<file path="src/rtl/sram_async_ctrl.sv">
module sram_async_ctrl #(
  parameter int AW       = 19,
  parameter int DW       = 16,
  parameter int CLK_NS   = 20,
  parameter int T_ACC_NS = 55,
  parameter int T_WP_NS  = 45,
  parameter int T_DS_NS  = 30,
  parameter int T_TA_NS  = 20
) (
  input  logic          clk,
  input  logic          rst_n,
  input  logic          req_valid,
  input  logic          req_we,
  input  logic [AW-1:0] req_addr,
  input  logic [1:0]    req_be,
  input  logic [DW-1:0] req_wdata,
  output logic          req_ready,
  output logic          rsp_ack,
  output logic [DW-1:0] rsp_rdata,
  output logic [AW-1:0] mem_addr,
  output logic          mem_cs_n,
  output logic          mem_oe_n,
  output logic          mem_we_n,
  output logic          mem_ub_n,
  output logic          mem_lb_n,
  output logic [DW-1:0] mem_dq_o,
  output logic          mem_dq_oe,
  input  logic [DW-1:0] mem_dq_i
);
  function automatic int cdiv(int a, int b);
    int q;
    q = (a + b - 1) / b;
    return (q < 1) ? 1 : q;
  endfunction

  localparam int LANE   = DW / 2;
  localparam int RD_CYC = cdiv(T_ACC_NS, CLK_NS);
  localparam int WP_CYC = cdiv(T_WP_NS, CLK_NS);
  localparam int DS_CYC = cdiv(T_DS_NS, CLK_NS);
  localparam int PULSE  = (WP_CYC > DS_CYC) ? WP_CYC : DS_CYC;
  localparam int TA_CYC = cdiv(T_TA_NS, CLK_NS);

  typedef enum logic [2:0] {
    IDLE, READ_ACCESS, READ_DONE, WRITE_SETUP, WRITE_PULSE, WRITE_END, TURNAROUND
  } state_t;

  state_t      state;
  logic [15:0] cnt;
  logic [1:0]  be_q;
  logic        rd_flag;
  logic        start_wr;
  logic [1:0]  wr_be;

  assign req_ready = (state == IDLE);
  assign start_wr  = (state == IDLE && req_valid && req_we && !rd_flag) ||
                     (state == TURNAROUND && cnt == 16'd0);
  assign wr_be     = (state == IDLE) ? req_be : be_q;

  always_ff @(posedge clk) begin
    if (!rst_n) begin
      state     <= IDLE;
      cnt       <= '0;
      be_q      <= '0;
      rd_flag   <= 1'b0;
      rsp_ack   <= 1'b0;
      rsp_rdata <= '0;
      mem_addr  <= '0;
      mem_cs_n  <= 1'b1;
      mem_oe_n  <= 1'b1;
      mem_we_n  <= 1'b1;
      mem_ub_n  <= 1'b1;
      mem_lb_n  <= 1'b1;
      mem_dq_o  <= '0;
      mem_dq_oe <= 1'b0;
    end else begin
      rsp_ack <= 1'b0;
      case (state)
        IDLE: if (req_valid) begin
          mem_addr <= req_addr;
          be_q     <= req_be;
          mem_dq_o <= req_wdata;
          if (!req_we) begin
            mem_cs_n <= 1'b0;
            mem_oe_n <= 1'b0;
            mem_ub_n <= ~req_be[1];
            mem_lb_n <= ~req_be[0];
            cnt      <= 16'(RD_CYC - 1);
            state    <= READ_ACCESS;
          end else if (rd_flag) begin
            cnt   <= 16'(TA_CYC - 1);
            state <= TURNAROUND;
          end
        end
        TURNAROUND: if (cnt != 16'd0) cnt <= cnt - 16'd1;
        READ_ACCESS: if (cnt == 16'd0) begin
          rsp_rdata <= mem_dq_i & {{LANE{be_q[1]}}, {LANE{be_q[0]}}};
          mem_cs_n  <= 1'b1;
          mem_oe_n  <= 1'b1;
          mem_ub_n  <= 1'b1;
          mem_lb_n  <= 1'b1;
          rsp_ack   <= 1'b1;
          rd_flag   <= 1'b1;
          state     <= READ_DONE;
        end else begin
          cnt <= cnt - 16'd1;
        end
        READ_DONE: state <= IDLE;
        WRITE_SETUP: begin
          mem_we_n <= 1'b0;
          cnt      <= 16'(PULSE - 1);
          state    <= WRITE_PULSE;
        end
        WRITE_PULSE: if (cnt == 16'd0) begin
          mem_we_n <= 1'b1;
          mem_cs_n <= 1'b1;
          mem_ub_n <= 1'b1;
          mem_lb_n <= 1'b1;
          rsp_ack  <= 1'b1;
          state    <= WRITE_END;
        end else begin
          cnt <= cnt - 16'd1;
        end
        WRITE_END: begin
          mem_dq_oe <= 1'b0;
          state     <= IDLE;
        end
        default: state <= IDLE;
      endcase
      if (start_wr) begin
        mem_cs_n  <= 1'b0;
        mem_ub_n  <= ~wr_be[1];
        mem_lb_n  <= ~wr_be[0];
        mem_dq_oe <= 1'b1;
        rd_flag   <= 1'b0;
        state     <= WRITE_SETUP;
      end
    end
  end

  logic [15:0] we_lo_cnt;
  always_ff @(posedge clk) begin
    if (!rst_n)         we_lo_cnt <= '0;
    else if (!mem_we_n) we_lo_cnt <= we_lo_cnt + 16'd1;
    else                we_lo_cnt <= '0;
  end


  dq_drive_vs_oe_chk: assert property (@(posedge clk) disable iff (!rst_n)
    mem_dq_oe |-> mem_oe_n);

  we_pulse_len_chk: assert property (@(posedge clk) disable iff (!rst_n)
    $rose(mem_we_n) |-> (we_lo_cnt == 16'(PULSE)));

  data_hold_chk: assert property (@(posedge clk) disable iff (!rst_n)
    $rose(mem_we_n) |-> mem_dq_oe);

  data_before_we_chk: assert property (@(posedge clk) disable iff (!rst_n)
    $fell(mem_we_n) |-> (mem_dq_oe && !mem_cs_n));

  pins_stable_chk: assert property (@(posedge clk) disable iff (!rst_n)
    (!mem_cs_n && $past(!mem_cs_n)) |-> ($stable(mem_addr) && $stable(mem_ub_n) && $stable(mem_lb_n)));

  ack_pulse_chk: assert property (@(posedge clk) disable iff (!rst_n)
    rsp_ack |=> !rsp_ack);

  busy_on_ack_chk: assert property (@(posedge clk) disable iff (!rst_n)
    rsp_ack |-> !req_ready);
endmodule

</file>
<file path="config.mk">
export PLATFORM = sky130hd
export DESIGN_NAME = sram_async_ctrl
export DESIGN_NICKNAME = d
export VERILOG_FILES = /design/src/rtl/sram_async_ctrl.sv
export SDC_FILE = /design/constraint.sdc
export NUM_CORES = 1
export LEC_CHECK = 0
export BUFFER_PORTS_ARGS = -buffer_cell sky130_fd_sc_hd__buf_2
export CORE_ASPECT_RATIO = 1.75
export CORE_MARGIN = 2
export CORE_UTILIZATION = 50
export DETAILED_ROUTE_END_ITERATION = 10
export PLACE_DENSITY = 0.8
export SYNTH_ARGS = -nofsm -noshare
export SYNTH_HDL_FRONTEND = slang
export SYNTH_SLANG_ARGS = --single-unit
</file>
<file path="constraint.sdc">
create_clock -name clk -period 2.2 [get_ports clk]
set_input_delay 0.11 -clock clk [delete_from_list [all_inputs] [get_ports clk]]
set_output_delay 0.11 -clock clk [all_outputs]
set_load 0.005 [all_outputs]
</file>
Word level (Yosys, flattened, before mapping)
Index checks and enable logic that the tools add are counted.
Widths: inputs -> output; s select.
{ "op_classes": {"add_sub_neg": 1, "eq_ne": 19, "n_mux": 32, "n_bitwise": 7, "reduce_logical": 25} }
{ "op_table": {"columns": ["cell", "count"], "rows": [
  ["$mux 16", 5],
  ["$pmux 16 s4", 1],
  ["$and 16x16->16", 1],
  ["$logic_not 16->1", 1],
  ["$reduce_bool 16->1", 1],
  ["$sub 16x1->16 const B", 1],
  ["$mux 3", 5],
  ["$pmux 3 s5", 1],
  ["$reduce_and 5->1", 3],
  ["$mux 1", 13],
  ["$ne 2x2->1 const B", 6],
  ["$pmux 1 s2", 5],
  ["$eq 3x3->1 const B", 3],
  ["$ne 3x2->1 const B", 3],
  ["$reduce_and 2->1", 4],
  ["$reduce_and 4->1", 2],
  ["$ne 3x3->1 const B", 2],
  ["$not 1->1", 6],
  ["$reduce_bool 2->1", 3],
  ["$logic_and 1x1->1", 4],
  ["$mux 2", 2],
  ["$ne 4x2->1 const B", 1],
  ["$reduce_bool 4->1", 1],
  ["$reduce_or 2->1", 2],
  ["other kinds (8)", 8]
]} }
{ "word_totals": {"regBits": 80, "in_bits": 57, "output_inout_bits": 59, "word_cells": 99} }

Logic depth before layout (Yosys ltp)
{ "depth": {"ltp_word": 7, "ltp_mapped": 9} }

Least setup slack after synthesis
Ideal clock, no wire load.
{ "synth_timing": {"path_kind": "register -> register", "startpoint": "reg cnt[0]", "endpoint": "reg rsp_rdata[10]", "setup_ps": 132, "t_arrival_ps": 1694, "setup_slack_ps": 374, "stages_incl_launch_ff": 10, "n_path_buf": 2, "period_less_slack_ps": 1826, "cell_sequence": "dfxtp_1 -> inv_1 -> ha_1 -> nor4b_1 -> nand4_1 -> nand2b_1 -> clkbuf_1 -> buf_2 -> nand2_1 -> a21oi_1"} }
{ "synth_via": {"elab_chain_len": 2} }
{ "synth_lines": {"columns": ["item", "line", "source"], "rows": [
  ["from (decl)", "48", "logic [15:0] cnt;"],
  ["from (signal assigned)", "87", "cnt <= 16'(RD_CYC - 1);"],
  ["from (signal assigned)", "90", "cnt <= 16'(TA_CYC - 1);"],
  ["from (signal assigned)", "94", "TURNAROUND: if (cnt != 16'd0) cnt <= cnt - 16'd1;"],
  ["$logic_not 16->1", "95", "READ_ACCESS: if (cnt == 16'd0) begin"],
  ["$reduce_and 2->1 (no source line)", null, null],
  ["to (signal assigned)", "96", "rsp_rdata <= mem_dq_i & {{LANE{be_q[1]}}, {LANE{be_q[0]}}};"],
  ["to (decl)", "19", "output logic [DW-1:0] rsp_rdata,"]
]} }
No other way between the ends.
A chain may end at the register's enable or synchronous reset.

Final worst setup path
{ "layout_timing": {"startpoint": "reg cnt[0]", "endpoint": "reg cnt[13]"} }
{ "layout_via": {"elab_chain_len": 3, "word_cells_on_any_way": 9, "classes_between": "add/sub: 1; eq/ne: 2; mux: 3; reduce/logical: 3"} }
{ "layout_lines": {"columns": ["item", "line"], "rows": [
  ["$sub 16x1->16 (tied with other cells)", "94, 105, 121"],
  ["$mux 16 (tied with other cells)", "95, 113"],
  ["$pmux 16 s4 / $reduce_and 5->1 (equally long branches)", null]
]} }
Parallel ways exist; a longest one is shown, timed or not. The select of a mux whose other input is x is not followed.

==> metrics.txt <==
run status=complete, no violations; number of buffers created by CTS=9; commonest non-fill, non-tap cells in the layout=buf_2, nand2_1, dfxtp_1; class of the most critical hold timing path=in2reg; count of clock tree sinks=80; iteration-0 DRC count of the detailed router=172; CP Data Arrival Time=2230 ps; reg2reg path depth=7; root cell of the clock tree=clkbuf_16; actual transition at the worst max-transition pin=512 ps; worst slew slack as a fraction of its limit=65.8%; via/cell ratio=5.42; worst-case clock skew=5.11 ps; worst-path fanout max=7; reported max-cap violation count=0; Max Freq=499 MHz; EDFF count, synth=0; pin count of the biggest net entering global routing=38; count of TritonRoute iterations in the first routing pass=5; fraction of the core area covered by cells at the end of the flow=67.0%; Post-synth top flop=dfxtp_1; starting density of the core=51.9%; core outline area=0.00654 mm2; total negative setup slack=0 ps; leakage power figure=1.91 nW; max incr delay on CP=420 ps; library cells used by synthesis=57; fin. max-slew vios=0; fraction of the yosys area taken by sequential cells=47.2%; antenna violations before repair=0; via count of the first global-routing pass=3,254; Placed Cells incl. Taps=601; final HPWL from detailed placement=6380 um; crit share post-route=91.0%; layout filler cell count=572; fraction of registers with async set or reset after synthesis=0%; total global routing track utilization=24.4%; number of synthesis warnings=0; clock tree from TritonCTS=built; data required time at the worst endpoint=2420 ps; worst supply voltage drop on vdd=0.751 mV; vertical extent of the die=113 um; mean post-synth cell area=8.12 um2; I/O pin cnt=116; Worst Hold Depth=3; Mapped Nets=477; time the worst path needs with I/O delays and setup=2000 ps; maximum clock insertion buffer count=2; number of synthesized register bits=80; global-route wire length before repair=14,300 um; worst slack after detailed placement=124 ps; final hold slack=11.1 ps; number of hold-repair buffers added at the cts stage=0; number of buffers inserted by port buffering=115; total number of placement rows=39; number of H-tree levels=3; routed len/inst=14.2 um; remaining global-route overflow=0; most frequent standard cell in the layout excluding fill and tap cells=buf_2; origin of the critical flop-to-flop path=cnt[0]; Cell Chain, Critical Path=inv_1 > ha_1 > nor4b_1 > and4_1 > a211oi_4 > and2_1 > a31o_2; unrepaired setup endpoints after global routing=no; relative area change from synthesis to final layout=29.0%; area taken by multi-input logic gates=0.00163 mm2; Post-Synthesis Cell Area=0.00340 mm2; FF/Latch Area=0.00160 mm2; count of antenna-violating nets left after detailed routing=0; final hold violations=0; drt drc=0; sort of element at the start of the critical path=flip-flop; ant diodes=0; die footprint=0.00749 mm2; Clock transition at path regs=60 ps; kind of critical path=reg2reg; worst hold endpoint=mem_addr[5]; worst reg2reg endpoint=cnt[13]; setup slack after layout=197 ps; clock latency on the worst-skew pair=330 ps; final setup vio count=0; Total Routed Length=8780 um; Critical Path Sink Type=flip-flop; number of standard cells in the final layout excluding fillers=617; power density cells=1530 mW/mm2; Post-layout nets=590; share of layout cells above drive strength 1=30.1%; reg2reg setup slack=200 ps; total via count in the routed design=3,344; Die W=66.3 um; hold path startpoint=req_addr[5]; RePlAce Congestion=0.946; cell with the largest stage delay on the worst path=and4_1; synthesized instance count=418
==> through the flow <==
stage	power, mW	area [um2]
4_1_cts	6.66	4370
5_1_grt	7.16	4380
6_report	6.71	4380
3_3_place_gp	4.99	4050
3_5_place_dp	5.06	4050
2_1_floorplan	4.25	3400
==> cell type report <==
| type | instances | area share, % |
|---|---|---|
| Clock buffer | 10 | 5.46 |
| Clock inverter | 5 | 1.86 |
| Inverter | 9 | 0.771 |
| Multi-Input combinational cell | 301 | 37.3 |
| Sequential cell | 80 | 36.6 |
| Tap cell | 82 | 2.34 |
| Timing Repair Buffer | 130 | 15.7 |
==> worst max path at each step <==
| stage | from | cells after the start | to |
|---|---|---|---|
| 5_1_grt | cnt[0] | 7 | cnt[13] |
| 3_5_place_dp | state[0] | 5 | cnt[13] |
| 2_1_floorplan | cnt[0] | 9 | rsp_rdata[10] |
| 6_report | cnt[0] | 7 | cnt[13] |
| 4_1_cts | cnt[0] | 8 | state[0] |
| 3_3_place_gp | state[0] | 5 | cnt[13] |
==> repair_timing <==
| item | CTS | global route |
|---|---|---|
| setup endpoints to repair | 0 | 25 |
| setup buffers | 0 | 1 |
| resized for setup | 0 | 2 |
==> registers in the layout, summed over array words and instances (netlist names), 2 cells and up <==
name	flops
mem_dq_o	16
state	3
cnt	16
be_q	2
rsp_rdata	16
mem_addr	19
==> routing by layer <==
layer  wire (um)  GRT usage (%)  vias to the layer above  part of all wire [%]
met4         233           9.80                        0                   2.7
met5           0              0                        -                     0
met2        4770           43.3                      132                    54
met1        3190           26.4                     1538                    36
li1            -              -                     1650                     -
met3         590           7.06                       24                   6.7
==> Yosys cell counts (3+ instances only) <==
| cell type | count | share of area (%) |
|---|---|---|
| mux2i_1 | 3 | 0.88 |
| nor2b_1 | 6 | 1.1 |
| inv_1 | 8 | 0.88 |
| buf_2 | 9 | 1.3 |
| nor3_1 | 6 | 0.88 |
| nor2_1 | 26 | 2.9 |
| a211o_1 | 3 | 0.77 |
| nand4_1 | 6 | 1.1 |
| clkbuf_1 | 15 | 1.7 |
| a211oi_1 | 5 | 1.1 |
| nand2_1 | 102 | 11 |
| xnor2_1 | 6 | 1.5 |
| nand2b_1 | 5 | 0.92 |
| nand3_1 | 18 | 2.7 |
| a21oi_1 | 63 | 9.3 |
| a31o_2 | 3 | 0.77 |
| nor4_1 | 3 | 0.55 |
| dfxtp_1 | 80 | 47 |
| o21ai_0 | 5 | 0.74 |
==> power breakdown <==
| group | switching (mW) | total (mW) | internal [mW] |
|---|---|---|---|
| combinational | 1.78 | 3.03 | 1.25 |
| clock | 0.561 | 1.58 | 1.02 |
| sequential | 0.315 | 2.10 | 1.79 |
| total | 2.65 | 6.71 | 4.06 |
==> critical path, delay by kind of cell, from the launching register on <==
family | cells | cell delay (ps)
buffers and inverters | 1 | 90
AOI/OAI and AO/OA | 2 | 380
adders and majority gates | 1 | 180
and+or+nand+nor | 3 | 920
DFF | 1 | 340
==> kinds of logic (layout without fill, tap and decap cells) <==
group           after synthesis  count (layout)  share of synthesized area, %
simple gates                187             187                          25.2
compound gates              101             101                          19.0
flops                        80              80                          47.2
buf+inv                      37             154                          4.86
xor+xnor                      8               8                          2.06
mux                           3               3                         0.884
fa+ha+maj                     2               2                         0.737
(Power assumes the default switching activity.)
